$ cat src/rtl/tmo_pkg.sv
// Package: shared constants and the register-select encoding of the
// bus timeout monitor. Assumes a 32-bit register data path.
package tmo_pkg;
    localparam int REG_W   = 32;
    localparam int MID_W   = 5;
    localparam int PERM_W  = 2;
    localparam int TAG_W   = MID_W + PERM_W;
    localparam int CLR_BIT = 16;
    localparam int EN_BIT  = 17;

    typedef enum logic [1:0] {
        SEL_CTRL = 2'd0,
        SEL_ADDR = 2'd1,
        SEL_TAG  = 2'd2,
        SEL_NONE = 2'd3
    } reg_sel_e;
endpackage

$ cat src/rtl/tmo_cfg.sv
// Control word storage: threshold and protection enable, plus a one-cycle
// clear pulse decoded from a control write. Assumes THR_W <= CLR_BIT.
module tmo_cfg
    import tmo_pkg::*;
#(
    parameter int THR_W = 16
) (
    input  logic             clk,
    input  logic             rst_n,
    input  logic             wr,
    input  logic [1:0]       sel,
    input  logic [REG_W-1:0] wdata,
    output logic [THR_W-1:0] thr,
    output logic             en,
    output logic             clr_pulse
);
    logic ctrl_wr;
    assign ctrl_wr   = wr && (sel == SEL_CTRL);
    assign clr_pulse = ctrl_wr && wdata[CLR_BIT];

    // Hold threshold and enable; both reset to their protective defaults.
    always_ff @(posedge clk) begin
        if (!rst_n) begin
            thr <= '1;
            en  <= 1'b1;
        end else if (ctrl_wr) begin
            thr <= wdata[THR_W-1:0];
            en  <= wdata[EN_BIT];
        end
    end
endmodule

$ cat src/rtl/tmo_counter.sv
// Pending-cycle counter. It counts the cycles of the current access and flags
// a timeout while the count is at or above the effective threshold (0 acts
// as 1). Assumes the request stays valid until it completes or is aborted.
module tmo_counter #(
    parameter int THR_W = 16
) (
    input  logic             clk,
    input  logic             rst_n,
    input  logic             en,
    input  logic [THR_W-1:0] thr,
    input  logic             req_valid,
    input  logic             req_done,
    output logic             hit
);
    logic [THR_W-1:0] cnt;
    logic [THR_W-1:0] thr_eff;

    // Map a zero threshold onto one cycle.
    always_comb thr_eff = (thr == '0) ? THR_W'(1) : thr;

    assign hit = en && req_valid && (cnt >= thr_eff);

    // Count while pending; restart on completion, abort, idle or disable.
    always_ff @(posedge clk) begin
        if (!rst_n) begin
            cnt <= '0;
        end else if (!en || !req_valid || req_done || hit) begin
            cnt <= '0;
        end else if (cnt != '1) begin
            cnt <= cnt + 1'b1;
        end
    end
endmodule

$ cat src/rtl/tmo_capture.sv
// Sticky interrupt and first-event capture. A timeout captures only when no
// interrupt is pending, or when the pending one is cleared in the same cycle.
// Clearing resets the tag but keeps the address.
module tmo_capture #(
    parameter int ADDR_W = 32,
    parameter int TAG_W  = 7
) (
    input  logic              clk,
    input  logic              rst_n,
    input  logic              hit,
    input  logic              clr,
    input  logic [ADDR_W-1:0] addr_in,
    input  logic [TAG_W-1:0]  tag_in,
    output logic              irq,
    output logic [ADDR_W-1:0] cap_addr,
    output logic [TAG_W-1:0]  cap_tag
);
    logic take;
    assign take = hit && (!irq || clr);

    // Interrupt flag: set by a timeout, dropped by an acknowledge.
    always_ff @(posedge clk) begin
        if (!rst_n)   irq <= 1'b0;
        else if (hit) irq <= 1'b1;
        else if (clr) irq <= 1'b0;
    end

    // Capture words: record the first event, clear the tag on acknowledge.
    always_ff @(posedge clk) begin
        if (!rst_n) begin
            cap_addr <= '0;
            cap_tag  <= '0;
        end else if (take) begin
            cap_addr <= addr_in;
            cap_tag  <= tag_in;
        end else if (clr) begin
            cap_tag  <= '0;
        end
    end
endmodule

$ cat src/rtl/bus_timeout_monitor.sv
// Top: sits on a valid/ready request path, aborts accesses that stay
// unanswered past the threshold, and exposes three register words.
// Assumes a single outstanding access and a combinational slave response.
module bus_timeout_monitor
    import tmo_pkg::*;
#(
    parameter int THR_W  = 16,
    parameter int ADDR_W = 32
) (
    input  logic                 clk,
    input  logic                 rst_n,
    input  logic                 m_valid,
    input  logic [ADDR_W-1:0]    m_addr,
    input  logic [MID_W-1:0]     m_mid,
    input  logic [PERM_W-1:0]    m_perm,
    output logic                 m_ready,
    output logic                 m_err,
    output logic                 s_valid,
    input  logic                 s_ready,
    input  logic                 s_err,
    input  logic                 reg_wr,
    input  logic [1:0]           reg_sel,
    input  logic [REG_W-1:0]     reg_wdata,
    output logic [REG_W-1:0]     reg_rdata,
    output logic                 irq
);
    logic [THR_W-1:0]  thr;
    logic              prot_en;
    logic              clr_pulse;
    logic              timeout_hit;
    logic              slave_done;
    logic [ADDR_W-1:0] cap_addr;
    logic [TAG_W-1:0]  cap_tag;

    tmo_cfg #(.THR_W(THR_W)) u_cfg (
        .clk(clk), .rst_n(rst_n), .wr(reg_wr), .sel(reg_sel),
        .wdata(reg_wdata), .thr(thr), .en(prot_en), .clr_pulse(clr_pulse)
    );

    tmo_counter #(.THR_W(THR_W)) u_cnt (
        .clk(clk), .rst_n(rst_n), .en(prot_en), .thr(thr),
        .req_valid(m_valid), .req_done(slave_done), .hit(timeout_hit)
    );

    tmo_capture #(.ADDR_W(ADDR_W), .TAG_W(TAG_W)) u_cap (
        .clk(clk), .rst_n(rst_n), .hit(timeout_hit), .clr(clr_pulse),
        .addr_in(m_addr), .tag_in({m_perm, m_mid}),
        .irq(irq), .cap_addr(cap_addr), .cap_tag(cap_tag)
    );

    // Request path: an abort hides the request from the slave and answers it.
    assign s_valid    = m_valid && !timeout_hit;
    assign slave_done = s_valid && s_ready;
    assign m_ready    = timeout_hit || slave_done;
    assign m_err      = timeout_hit || (slave_done && s_err);

    // Register readback; the clear bit always reads as zero.
    always_comb begin
        reg_rdata = '0;
        case (reg_sel)
            SEL_CTRL: begin
                reg_rdata[THR_W-1:0] = thr;
                reg_rdata[EN_BIT]    = prot_en;
            end
            SEL_ADDR: reg_rdata[ADDR_W-1:0] = cap_addr;
            SEL_TAG:  reg_rdata[TAG_W-1:0]  = cap_tag;
            default:  reg_rdata = '0;
        endcase
    end
endmodule

$ cat config.mk
export PLATFORM = sky130hd
export DESIGN_NAME = bus_timeout_monitor
export DESIGN_NICKNAME = d
export VERILOG_FILES = /design/src/rtl/tmo_pkg.sv /design/src/rtl/tmo_cfg.sv /design/src/rtl/tmo_counter.sv /design/src/rtl/tmo_capture.sv /design/src/rtl/bus_timeout_monitor.sv
export SDC_FILE = /design/constraint.sdc
export NUM_CORES = 1
export LEC_CHECK = 0
export BUFFER_PORTS_ARGS = -buffer_cell sky130_fd_sc_hd__clkbuf_2
export CORE_UTILIZATION = 30
export CTS_BUF_LIST = sky130_fd_sc_hd__clkbuf_16
export DETAILED_ROUTE_END_ITERATION = 7
export REMOVE_ABC_BUFFERS = 1
export SLEW_MARGIN = 40
export SYNTH_ARGS = -nofsm -noshare
export SYNTH_HDL_FRONTEND = slang
export SYNTH_SLANG_ARGS = --single-unit
export TNS_END_PERCENT = 10
$ cat constraint.sdc
create_clock -name clk -period 3 [get_ports clk]
set_input_delay 0.45 -clock clk [delete_from_list [all_inputs] [get_ports clk]]
set_output_delay 0.45 -clock clk [all_outputs]
set_load 0.05 [all_outputs]
== After elaboration in Yosys (flattened, before gate mapping) ==
Cells that the tools add are included.

* Add/sub/neg operators: 1
* $lt $le $gt $ge: 1
* Equality and inequality tests: 3
* Muxes and demuxes: 10
* Bitwise operators: 1
* Reduce and logical (&&, ||, !) cells: 23

{| class="wikitable"
|+ Operators with widths
! cell !! count
|-
| one-hot mux 7 bit (3 select lines) || 1
|-
| one-hot mux 9 bit (2 select lines) || 1
|-
| adder 16 x 1 -> 16 bit (second input constant) || 1
|-
| >= comparator 16 bit || 1
|-
| logical NOT 16 bit || 1
|-
| 2-to-1 mux 16 bit || 1
|-
| != test 16 bit (second input constant) || 1
|-
| 2-to-1 mux 14 bit || 1
|-
| 2-to-1 mux 7 bit || 2
|-
| logical AND 1 bit || 8
|-
| logical OR 1 bit || 6
|-
| logical NOT 1 bit || 4
|-
| nonzero test 2 bit || 2
|-
| 2-to-1 mux 1 bit || 3
|-
| equality test 2 x 1 -> 1 bit (second input constant) || 1
|-
| equality test 2 bit (second input constant) || 1
|-
| logical NOT 2 bit || 1
|-
| one-hot mux 1 bit (2 select lines) || 1
|-
| OR reduction 2 bit || 1
|-
| NOT 1 bit || 1
|}

* Register bits after elaboration: 73
* Input bits: 79
* Output and inout port bits: 36
* Logic and storage cells: 45

== Longest topological paths before layout ==
Gate-level depths: netlist of run 1.

* Depth after elaboration: 10
* Depth in mapped cells: 10
* Mapped depth without buffers: 8

== By module ==
Synthesis of run 1 repeated with hierarchy kept, for this count alone.

* Cell total of the unflattened synthesis: 470
* Area total of the unflattened synthesis: 4175.3 um^2

{| class="wikitable"
|+ By module, submodules not included
! module !! times used !! cells each !! area each (um^2) !! sequential area each (um^2)
|-
| tmo_capture || 1 || 176 || 1680.4 || 800.8
|-
| tmo_counter || 1 || 157 || 1256.2 || 320.3
|-
| tmo_cfg || 1 || 76 || 779.5 || 340.3
|-
| bus_timeout_monitor || 1 || 61 || 459.2 || 0.0
|}

== Worst setup path after synthesis of run 1 ==
OpenSTA, ideal clock, no wires.

* Kind: reg-to-output
* Start: register u_cfg.thr[8]
* End: output s_valid
* Data arrival time: 2539 ps
* Required time: 2550 ps
* Slack: 11 ps
* Cell stages (with the launch flop): 9
* Cell sequence: dfxtp_1 > nor4_1 > a41o_1 > ha_1 > nand2b_1 > a2111oi_0 > o32a_1 > a21oi_1 > nor2b_1

* Word-level cells in the longest chain between the ends: 6

{| class="wikitable"
|+ RTL lines
! element !! RTL line !! source
|-
| start: declaration || tmo_cfg.sv:13 || <nowiki>output logic [THR_W-1:0] thr,</nowiki>
|-
| start signal: assignment || tmo_cfg.sv:27 || <nowiki>thr <= wdata[THR_W-1:0];</nowiki>
|-
| logical NOT 16 bit || tmo_counter.sv:19 || <nowiki>always_comb thr_eff = (thr == '0) ? THR_W'(1) : thr;</nowiki>
|-
| 2-to-1 mux 16 bit (*) || tmo_counter.sv:19 ||
|-
| >= comparator 16 bit (*) || tmo_counter.sv:21 || <nowiki>assign hit = en && req_valid && (cnt >= thr_eff);</nowiki>
|-
| logical AND 1 bit (*) || tmo_counter.sv:21 ||
|-
| logical NOT 1 bit (*) || bus_timeout_monitor.sv:52 || <nowiki>assign s_valid = m_valid && !timeout_hit;</nowiki>
|-
| logical AND 1 bit (*) || bus_timeout_monitor.sv:52 ||
|-
| end: declaration || bus_timeout_monitor.sv:18 || <nowiki>output logic s_valid,</nowiki>
|}

Mark *: on every way between the ends. The rest lies on a longest branch, timed or not.

== Worst setup path after layout of run 1 ==
* Start: register u_cfg.thr[9]
* End: output m_err

* Word-level cells in the longest chain between the ends: 9

{| class="wikitable"
|+ RTL lines
! element !! RTL line !! source
|-
| logical NOT 16 bit || tmo_counter.sv:19 ||
|-
| 2-to-1 mux 16 bit (*) || tmo_counter.sv:19 ||
|-
| >= comparator 16 bit (*) || tmo_counter.sv:21 ||
|-
| logical AND 1 bit (*) || tmo_counter.sv:21 ||
|-
| logical NOT 1 bit || bus_timeout_monitor.sv:52 ||
|-
| logical AND 1 bit || bus_timeout_monitor.sv:52 ||
|-
| logical AND 1 bit || bus_timeout_monitor.sv:53 || <nowiki>assign slave_done = s_valid && s_ready;</nowiki>
|-
| logical AND 1 bit || bus_timeout_monitor.sv:55 || <nowiki>assign m_err = timeout_hit || (slave_done && s_err);</nowiki>
|-
| logical OR 1 bit (*) || bus_timeout_monitor.sv:55 ||
|-
| end: declaration || bus_timeout_monitor.sv:17 || <nowiki>output logic m_err,</nowiki>
|}

Marked as above.

==> out/summary.txt, run 1 <==
Core ar.: 0.0121 mm2
RSZ-0062 raised after global routing: true
Largest stage delay, worst path: 0.54 ns
H-tree Lvls: 3
Critical Path AT: 2.63 ns
Initial antenna violation count: 0
Relative slew slack: 0.548
Psw: 0.558 mW
Final Core Density: 0.423
Post-synth EDFFs: 0
Length in cells of the worst reg-to-reg path: 10
Period utilization: 1.03
FF-to-FF Start: u_cfg.thr[9]$_SDFFE_PN1P_
Clk_lat worst skew: 0.32 ns
CTS Buf Count: 9
Layout net count: 671
Sequential share of the synthesized area: 0.390
Leakage: 2.21 nW
Tmin final: 3.08 ns
Ys async rst share: 0
Cell Area, Synth: 0.00375 mm2
Clock Path Buffers: 2
IO Count: 115
Cts hold-fix bufs: 0
Total power: 2.19 mW
Largest net degree at the start of global routing: 83
WP depth: 9
Placed Area: 0.00466 mm2
Setup Skew: 0.00699 ns
Row count: 40
R2R setup slack: 0.13 ns
Die W: 114 um
Vias post-DR: 3512
Combinational Power Share: 0.129
WP buf/inv: 3
Final cell area excluding filler cells: 0.00512 mm2
Vias in the first global route: 3497
Worst-path fanout max: 4
Hold Path Origin: m_addr[2]
Die H: 114 um
Mapped Avg Cell Area: 8.31 um2
Synthesis-to-layout area growth: 36.6%
Failing checks: negative setup slack
Setup violators final: 3
Internal: 1.63 mW
WP data required: 2.55 ns
WL per Instance: 13.4 um
Port Buf Inserts: 100
CTS Root Cell: clkbuf_16
Startpoint Class: flip-flop
Max Clock Freq: 324 MHz
Most frequent cell after synthesis: nand2_1
Synth area leader: dfxtp_1
Endpoints failing hold: 0
Part of the power in registers: 0.453
WL final: 10.0 mm
Clock transition at path regs: 0.05 ns
Hold Path Class: in -> reg
First-pass iteration count of the detailed router: 5
Critical path class: reg -> out
Worst setup startpoint: u_cfg.thr[9]$_SDFFE_PN1P_
Via density: 4.71
Synth cell count leaders: nand2_1, dfxtp_1, mux2i_1
CTS tree: done
First-pass GRT wire length: 16.5 mm
Pwr dens: 428 mW/mm2
Status: complete, but fails checks
CP endpoint kind: output port
Yosys warnings: 0
Yosys top cell area share: 0.390
Netlist cell types: 40
GRT overflow: 0
CP Cell Sequence: buf_6 -> inv_4 -> ha_4 -> nand4_1 -> or4_4 -> o32a_1 -> a21oi_2 -> a31o_2 -> buf_8
Ys flop type: dfxtp_1
DP HPWL: 7.21 mm
FF+latch count, synth: 73
Syn Inst Count: 451
Hold path depth: 3
Clock share of power: 0.418
Switching part of the total: 0.255
Setup ws final: -0.0837 ns
MaxCap Viol Count: 0
GRT Total Usage: 0.162
Setup WS pre-CTS: 0.00772 ns
Worst Tran Pin Value: 0.672 ns
Number of DRC markers in iteration 0: 173
Slew Limit Fails: 0
Peak supply drop: 245 uV
CP top delay family: compound AO/OA/AOI/OAI gates
Share of cells above drive strength 1: 0.295
Die ar.: 0.0129 mm2
Placer Congestion: 0.834
Clk sink count: 73
Slowest CP cell: or4_4
Ranking of synthesized cells by area: dfxtp_1, mux2i_1, nand2_1
Initial Util: 0.310
Diodes inserted: 0
Post-route antenna net violation count: 0
Post-detailed-route DRC marker count: 0
[power groups by stage]
stage	sequential, mW	clock (mW)	combinational, mW
3_3_place_gp	1.01	0	0.262
2_1_floorplan	1.01	0	0.127
5_1_grt	0.994	0.984	0.307
6_report	0.993	0.916	0.282
4_1_cts	0.993	0.944	0.279
3_5_place_dp	1.01	0	0.265
[area by class of cell]
type	count	area [um2]
tap	168	210
multi-input combinational	337	2230
sequential	73	1470
inverter	16	65.1
clock buffer	9	225
timing repair buffer	138	911
clock inverter	4	16.3
fill	1242	6990
[final timing paths]
| path | end |
|---|---|
| setup reg to reg | u_cap.cap_addr[22]$_SDFFE_PN0P_ |
| hold reg to reg | u_cap.cap_addr[25]$_SDFFE_PN0P_ |
| hold / removal | u_cap.cap_addr[2]$_SDFFE_PN0P_ |
| setup / recovery | m_err |
[per-stage QoR]
| stage | hold WS [ns] | setup TNS (ns) | std cells |
|---|---|---|---|
| after global placement | 0.438 | 0 | 723 |
| after detailed placement | 0.443 | 0 | 723 |
| after floorplan | 0.430 | -53.84 | 426 |
| final | 0.352 | -0.210 | 745 |
| after global routing | 0.342 | -0.545 | 745 |
| after CTS | 0.341 | -0.233 | 743 |
[layer usage]
layer  track usage  routed length [um]
met2         0.282                4960
met1         0.200                4500
met4        0.0528                 130
met5             0                   0
met3        0.0340                 415
[cell usage in the layout, fill, tap and decap left out, types with 2 or more instances in the layout]
cell and instances:
ha_1 13, xor2_1 2, nor2b_1 2, dfxtp_1 68, nand4_1 6, and3_1 3
xnor2_1 8, nor3b_1 3, buf_8 2, buf_6 3, and2_1 16, clkbuf_2 92
nor4b_1 2, a31oi_1 3, o21a_1 3, mux2i_1 57, nor3_1 6, inv_1 15
nand3_1 8, dfxtp_2 5, o21ai_0 9, a21oi_1 9, nand2_1 119, inv_4 2
buf_4 33, buf_12 6, nor4_2 3, o211ai_1 15, ha_4 4, nor2_1 29
and4_1 2, clkbuf_16 9
[timing repair]
item                       4_1_cts  5_1_grt
setup endpoints to repair        3       26
resized for setup               27        7
buffers inserted                 7        2
pin swaps                       10        3
[tightest hold or removal path, stage by stage]
cell,delay [ns]
clkbuf_2,0.08
nand2_1,0.04
mux2i_1,0.05
[registers in the layout (all words and copies together) (netlist names)]
signal / count
u_cnt.cnt: 16
u_cap.irq: 1
u_cap.cap_addr: 32
u_cap.cap_tag: 7
u_cfg.en: 1
u_cfg.thr: 16
[logic make-up after synthesis]
family | after synthesis | share of synthesized area
muxes | 57 | 0.152
and+or+nand+nor | 202 | 0.238
DFF | 73 | 0.390
AOI/OAI and AO/OA | 51 | 0.0925
buffers and inverters | 41 | 0.0477
xor gates and xnor gates | 10 | 0.0234
adders and majority gates | 17 | 0.0567
No activity file was read; power rests on OpenSTA's default activity.
==> run 2, diff against run 1 <==
Settings changed: CTS_CLUSTER_SIZE from default to 8, SETUP_SLACK_MARGIN from default to 0.1.
==> out/summary.txt, run 2 (synthesis results as in run 1) <==
Critical path class: reg -> out
Vias post-DR: 3497 (-0.43%)
Pwr dens: 426 mW/mm2 (-0.36%)
Startpoint Class: flip-flop
Worst Tran Pin Value: 0.679 ns (+0.00743 ns)
Tmin final: 3.08 ns (-0.00418 ns)
Layout net count: 671 (unchanged)
Placer Congestion: 0.834 (unchanged)
Length in cells of the worst reg-to-reg path: 10 (unchanged)
Leakage: 2.22 nW (+0.35%)
Clk_lat worst skew: 0.32 ns (about the same)
Die W: 114 um (unchanged)
Core ar.: 0.0121 mm2 (unchanged)
Peak supply drop: 245 uV (about the same)
Setup WS pre-CTS: 0.00772 ns (unchanged)
Synthesis-to-layout area growth: 36.9%
Initial Util: 0.310 (unchanged)
Largest register FFs: 32 (unchanged)
Vias in the first global route: 3497 (unchanged)
WL per Instance: 13.4 um (about the same)
Post-route antenna net violation count: 0 (unchanged)
GRT overflow: 0 (unchanged)
Diodes inserted: 0 (unchanged)
Slew Limit Fails: 0 (unchanged)
CP endpoint kind: output port
CTS Root Cell: clkbuf_16
Max Clock Freq: 325 MHz (+0.14%)
CTS tree: done
Routed length on met1: 4.51 mm (+0.18%)
Port Buf Inserts: 100 (unchanged)
Die H: 114 um (unchanged)
Final Core Density: 0.424 (+0.00103)
H-tree Lvls: 3 (unchanged)
Hold slack: 0.353 ns (+0.000828 ns)
Row count: 40 (unchanged)
MaxCap Viol Count: 0 (unchanged)
RSZ-0062 raised after global routing: true
R2R Path End: u_cap.cap_addr[22]$_SDFFE_PN0P_
Clock Path Buffers: 2 (unchanged)
R2R setup slack: 0.11 ns (-0.02 ns)
Die ar.: 0.0129 mm2 (unchanged)
Most common cell after layout, fill and taps aside: nand2_1
Post-detailed-route DRC marker count: 0 (unchanged)
Setup violators final: 3 (unchanged)
Status: complete, but fails checks
Critical Path AT: 2.63 ns (about the same)
Clk sink count: 73 (unchanged)
Initial antenna violation count: 0 (unchanged)
First-pass GRT wire length: 16.5 mm (unchanged)
WL final: 10.0 mm (about the same)
Hold Path Class: in -> reg
Clock transition at path regs: 0.05 ns (about the same)
Setup ws final: -0.0796 ns (+0.00418 ns)
DP HPWL: 7.21 mm (unchanged)
Worst setup startpoint: u_cfg.thr[11]$_SDFFE_PN1P_
Via density: 4.69 (-0.43%)
Leading cell types in the layout, fill and taps excluded: nand2_1, clkbuf_2, dfxtp_1
Failing checks: negative setup slack
Relative slew slack: 0.543 (-0.00500)
CTS Buf Count: 9 (unchanged)
FF-to-FF Start: u_cfg.thr[11]$_SDFFE_PN1P_
GRT Total Usage: 0.162 (unchanged)
Number of DRC markers in iteration 0: 188 (+8.7%)
WP data required: 2.55 ns (about the same)
Endpoints failing hold: 0 (unchanged)
Worst-path fanout max: 4 (unchanged)
Worst setup endpoint: m_err
IO Count: 115 (unchanged)
DR WL met3: 409 um (-1.4%)
Share of cells above drive strength 1: 0.298 (+0.00347)
Setup Skew: 0.00606 ns (-0.000931 ns)
Period utilization: 1.03 (-0.00139)
Met2 wire length: 4.97 mm (about the same)
First-pass iteration count of the detailed router: 5 (unchanged)
Biggest register: u_cap.cap_addr
Regs by FF count: u_cap.cap_addr (32), u_cfg.thr (16), u_cnt.cnt (16)
Highest routed layer: met4
Largest net degree at the start of global routing: 83 (unchanged)
## run 2: layout make-up
cell class | instances | area, um2
timing repair buffer | 138 | 916
multi-input combinational | 337 | 2230
fill | 1239 | 6980
clock inverter | 4 | 16.3
sequential | 73 | 1470
tap | 168 | 210
clock buffer | 9 | 225
inverter | 16 | 65.1
## run 2: worst min-delay path by stage
stage,from,to,slack [ns],cells after the start
CTS,m_addr[2],u_cap.cap_addr[2]$_SDFFE_PN0P_,0.34,3
global route,m_addr[20],u_cap.cap_addr[20]$_SDFFE_PN0P_,0.34,3
global placement,u_cap.cap_addr[28]$_SDFFE_PN0P_,u_cap.cap_addr[28]$_SDFFE_PN0P_,0.44,2
detailed placement,u_cap.cap_addr[25]$_SDFFE_PN0P_,u_cap.cap_addr[25]$_SDFFE_PN0P_,0.44,2
floorplan,u_cap.cap_addr[16]$_SDFFE_PN0P_,u_cap.cap_addr[16]$_SDFFE_PN0P_,0.43,2
finish,m_addr[2],u_cap.cap_addr[2]$_SDFFE_PN0P_,0.35,3
## run 2: repair_timing
action                     CTS  global route
setup buffers                7             2
hold endpoints to repair     0             0
gates resized for setup     27            10
pin swaps                   10             3
hold buffers                 0             0
setup endpoints to repair   25            42
gates cloned                 0             0
## run 2: worst max-delay path: stages, from the launching register on
cell     delay (ns)
dfxtp_2        0.32
buf_4          0.10
inv_2          0.05
ha_4           0.26
nand4_1        0.16
or4_4          0.54
o32a_1         0.34
a21oi_2        0.23
a31o_2         0.16
buf_8          0.14
## run 2: per-layer routing
metal	vias to the layer above	GRT usage
met5	-	0
met4	0	0.0528
met3	8	0.0340
met2	84	0.282
met1	1624	0.200
li1	1781	-
## run 2: metrics by stage
step | cells | power [mW] | cell area [um2] | setup TNS, ns
floorplan | 426 | 1.14 | 3630 | -53.84
global placement | 723 | 1.27 | 4650 | 0
detailed placement | 723 | 1.28 | 4660 | 0
CTS | 743 | 2.22 | 5060 | -0.233
global route | 745 | 2.29 | 5130 | -0.545
finish | 745 | 2.19 | 5130 | -0.197
## run 2: power by group
part	total, mW	leakage, nW	switching (mW)	internal [mW]
registers	0.993	0.589	0.00982	0.983
clock network	0.912	0.127	0.378	0.535
logic	0.283	1.50	0.168	0.115
==> run 3, diff against run 2 <==
Settings changed: CORE_UTILIZATION 30 to 45, PLACE_DENSITY from default to 0.71.
Clock period 3 ns to 3.8 ns, I/O delays scaled along.
==> out/summary.txt, run 3 (synthesis results as in run 1) <==
Regs by FF count: u_cap.cap_addr (32), u_cfg.thr (16), u_cnt.cnt (16)
Slowest CP cell: a2111oi_1
Clk sink count: 73 (unchanged)
Worst-path fanout max: 4 (unchanged)
Leakage: 2.09 nW (-5.7%)
CP top delay family: compound AO/OA/AOI/OAI gates
Synthesis-to-layout area growth: 25.6%
Setup ws final: 0.282 ns (+0.361 ns)
RSZ-0062 raised after global routing: false
Setup WS pre-CTS: 0.452 ns (+0.445 ns)
Initial Util: 0.475 (+0.166)
Post-detailed-route DRC marker count: 0 (unchanged)
Largest stage delay, worst path: 0.39 ns (-0.15 ns)
GRT Total Usage: 0.214 (+0.0522)
Length in cells of the worst reg-to-reg path: 8 (-2)
First-pass GRT wire length: 14.6 mm (-12%)
Clock transition at path regs: 0.06 ns (about the same)
Vias post-DR: 3358 (-4.0%)
Hold path depth: 3 (unchanged)
Largest net degree at the start of global routing: 90 (+8.4%)
Critical path class: reg -> out
WL per Instance: 13.9 um (+3.2%)
Slew Limit Fails: 0 (unchanged)
Hold Path Class: in -> reg
Combinational Power Share: 0.095 (-0.034)
First-pass iteration count of the detailed router: 4 (-1)
Layout net count: 642 (-4.3%)
Max Clock Freq: 284 MHz
Die W: 93.3 um (-18%)
Part of the power in registers: 0.410 (-0.044)
Total power: 1.92 mW (-12%)
Placed Area: 0.00435 mm2 (-6.7%)
CP Cell Sequence: nor4_2 -> a41o_1 -> ha_1 -> nand2b_1 -> a2111oi_1 -> o32a_1 -> a21oi_2 -> a31o_2 -> clkbuf_2
DP HPWL: 6.59 mm (-8.6%)
Status: finished clean
Core ar.: 0.00789 mm2 (-35%)
WP depth: 9 (unchanged)
WP data required: 3.23 ns (+0.68 ns)
Critical Path AT: 2.95 ns (+0.32 ns)
Psw: 0.442 mW (-20%)
Leading cell types in the layout, fill and taps excluded: nand2_1, clkbuf_2, dfxtp_1
WP buf/inv: 1 (-2)
Setup violators final: 0 (-3)
Die ar.: 0.00870 mm2 (-33%)
Startpoint Class: flip-flop
Period utilization: 0.926
Most common cell after layout, fill and taps aside: nand2_1
# fillers: 705 (-43%)
Row count: 32 (-20%)
Vias in the first global route: 3117 (-11%)
Biggest register: u_cap.cap_addr
Peak supply drop: 244 uV (-0.15%)
Largest register FFs: 32 (unchanged)
Initial antenna violation count: 0 (unchanged)
Share of cells above drive strength 1: 0.235 (-0.0635)
Worst setup startpoint: u_cfg.thr[4]$_SDFFE_PN1P_
Internal: 1.47 mW (-9.7%)
Placer Congestion: 0.883 (+5.9%)
Switching part of the total: 0.231 (-0.0233)
Hold Path Origin: reg_wdata[0]
CTS tree: done
Number of DRC markers in iteration 0: 87 (-54%)
Relative slew slack: 0.501 (-0.0422)
CTS Buf Count: 9 (unchanged)
Final cell area excluding filler cells: 0.00471 mm2 (-8.3%)
FF-to-FF Start: u_cfg.thr[11]$_SDFFE_PN1P_
Clock share of power: 0.495 (+0.078)
Via density: 5.15 (+9.7%)
CP endpoint kind: output port
Pwr dens: 407 mW/mm2 (-4.5%)
Clk_lat worst skew: 0.33 ns (about the same)
Tmin final: 3.52 ns
WL final: 9.05 mm (-9.6%)
IO Count: 115 (unchanged)
H-tree Lvls: 3 (unchanged)
Worst Tran Pin Value: 0.747 ns (+0.0671 ns)
Port Buf Inserts: 100 (unchanged)
Clock Path Buffers: 2 (unchanged)
GRT overflow: 0 (unchanged)
Setup Skew: 0.00840 ns (+0.00234 ns)
Endpoints failing hold: 0 (unchanged)
Cts hold-fix bufs: 0 (unchanged)
Diodes inserted: 0 (unchanged)
CTS Root Cell: clkbuf_16
MaxCap Viol Count: 0 (unchanged)
Die H: 93.3 um (-18%)
Post-route antenna net violation count: 0 (unchanged)
run 3: changes by cell type in the layout (fill, tap and decap cells not counted), sizes merged:
cell and change:
buf -35, bufinv +3, clkbuf +6, clkinv +1, inv -2
run 3: worst register-to-register path: cells and delay by family, from the launching register on:
family | cells | cell delay [ns]
buffers and inverters | 2 | 0.43
AOI/OAI and AO/OA | 2 | 1.08
and+or+nand+nor | 2 | 0.68
muxes | 1 | 0.20
adders and majority gates | 1 | 0.32
DFF | 1 | 0.43
run 3: repair_timing:
item,in CTS,in global routing
setup endpoints to repair,1,3
buffers inserted,0,0
resized for setup,1,3
run 3: cell type report:
class / instances / area (um2) / area share
clock buffers: 9 / 225 / 0.0478
repair buffers: 109 / 584 / 0.124
clock inverters: 6 / 108 / 0.0229
flip-flops and latches: 73 / 1460 / 0.310
inverters: 16 / 60.1 / 0.0128
well taps: 102 / 128 / 0.0271
multi-input cells: 337 / 2140 / 0.455
run 3: routing by layer:
layer / vias to the layer above / global-route usage / routed length [um]
met2: 98 / 0.346 / 4180
met3: 8 / 0.0585 / 505
met5: - / 0 / 0
met4: 0 / 0.0679 / 93
li1: 1731 / - / -
met1: 1521 / 0.277 / 4270
run 3: per-stage QoR:
| step | hold WS [ns] | setup TNS (ns) | std cells | utilization |
|---|---|---|---|---|
| final | 0.446 | 0 | 652 | 0.597 |
| after detailed placement | 0.447 | 0 | 637 | 0.551 |
| after global placement | 0.437 | 0 | 637 | 0.551 |
| after floorplan | 0.430 | -22.64 | 426 | - |
| after global routing | 0.446 | 0 | 652 | 0.597 |
| after CTS | 0.440 | 0 | 652 | 0.594 |
run 3: final timing paths:
path                                     endpoint  slack (ns)
setup reg to reg  u_cap.cap_addr[19]$_SDFFE_PN0P_        0.59
hold / removal          u_cfg.thr[0]$_SDFFE_PN1P_        0.45
hold reg to reg   u_cap.cap_addr[30]$_SDFFE_PN0P_        0.45
setup / recovery                            m_err        0.28
run 3: power by group through the flow:
stage          clock network, mW  logic (mW)  registers, mW
2_1_floorplan                  0       0.100          0.798
3_3_place_gp                   0       0.179          0.801
3_5_place_dp                   0       0.182          0.801
4_1_cts                    0.962       0.183          0.784
5_1_grt                    0.998       0.200          0.786
6_report                   0.948       0.183          0.785
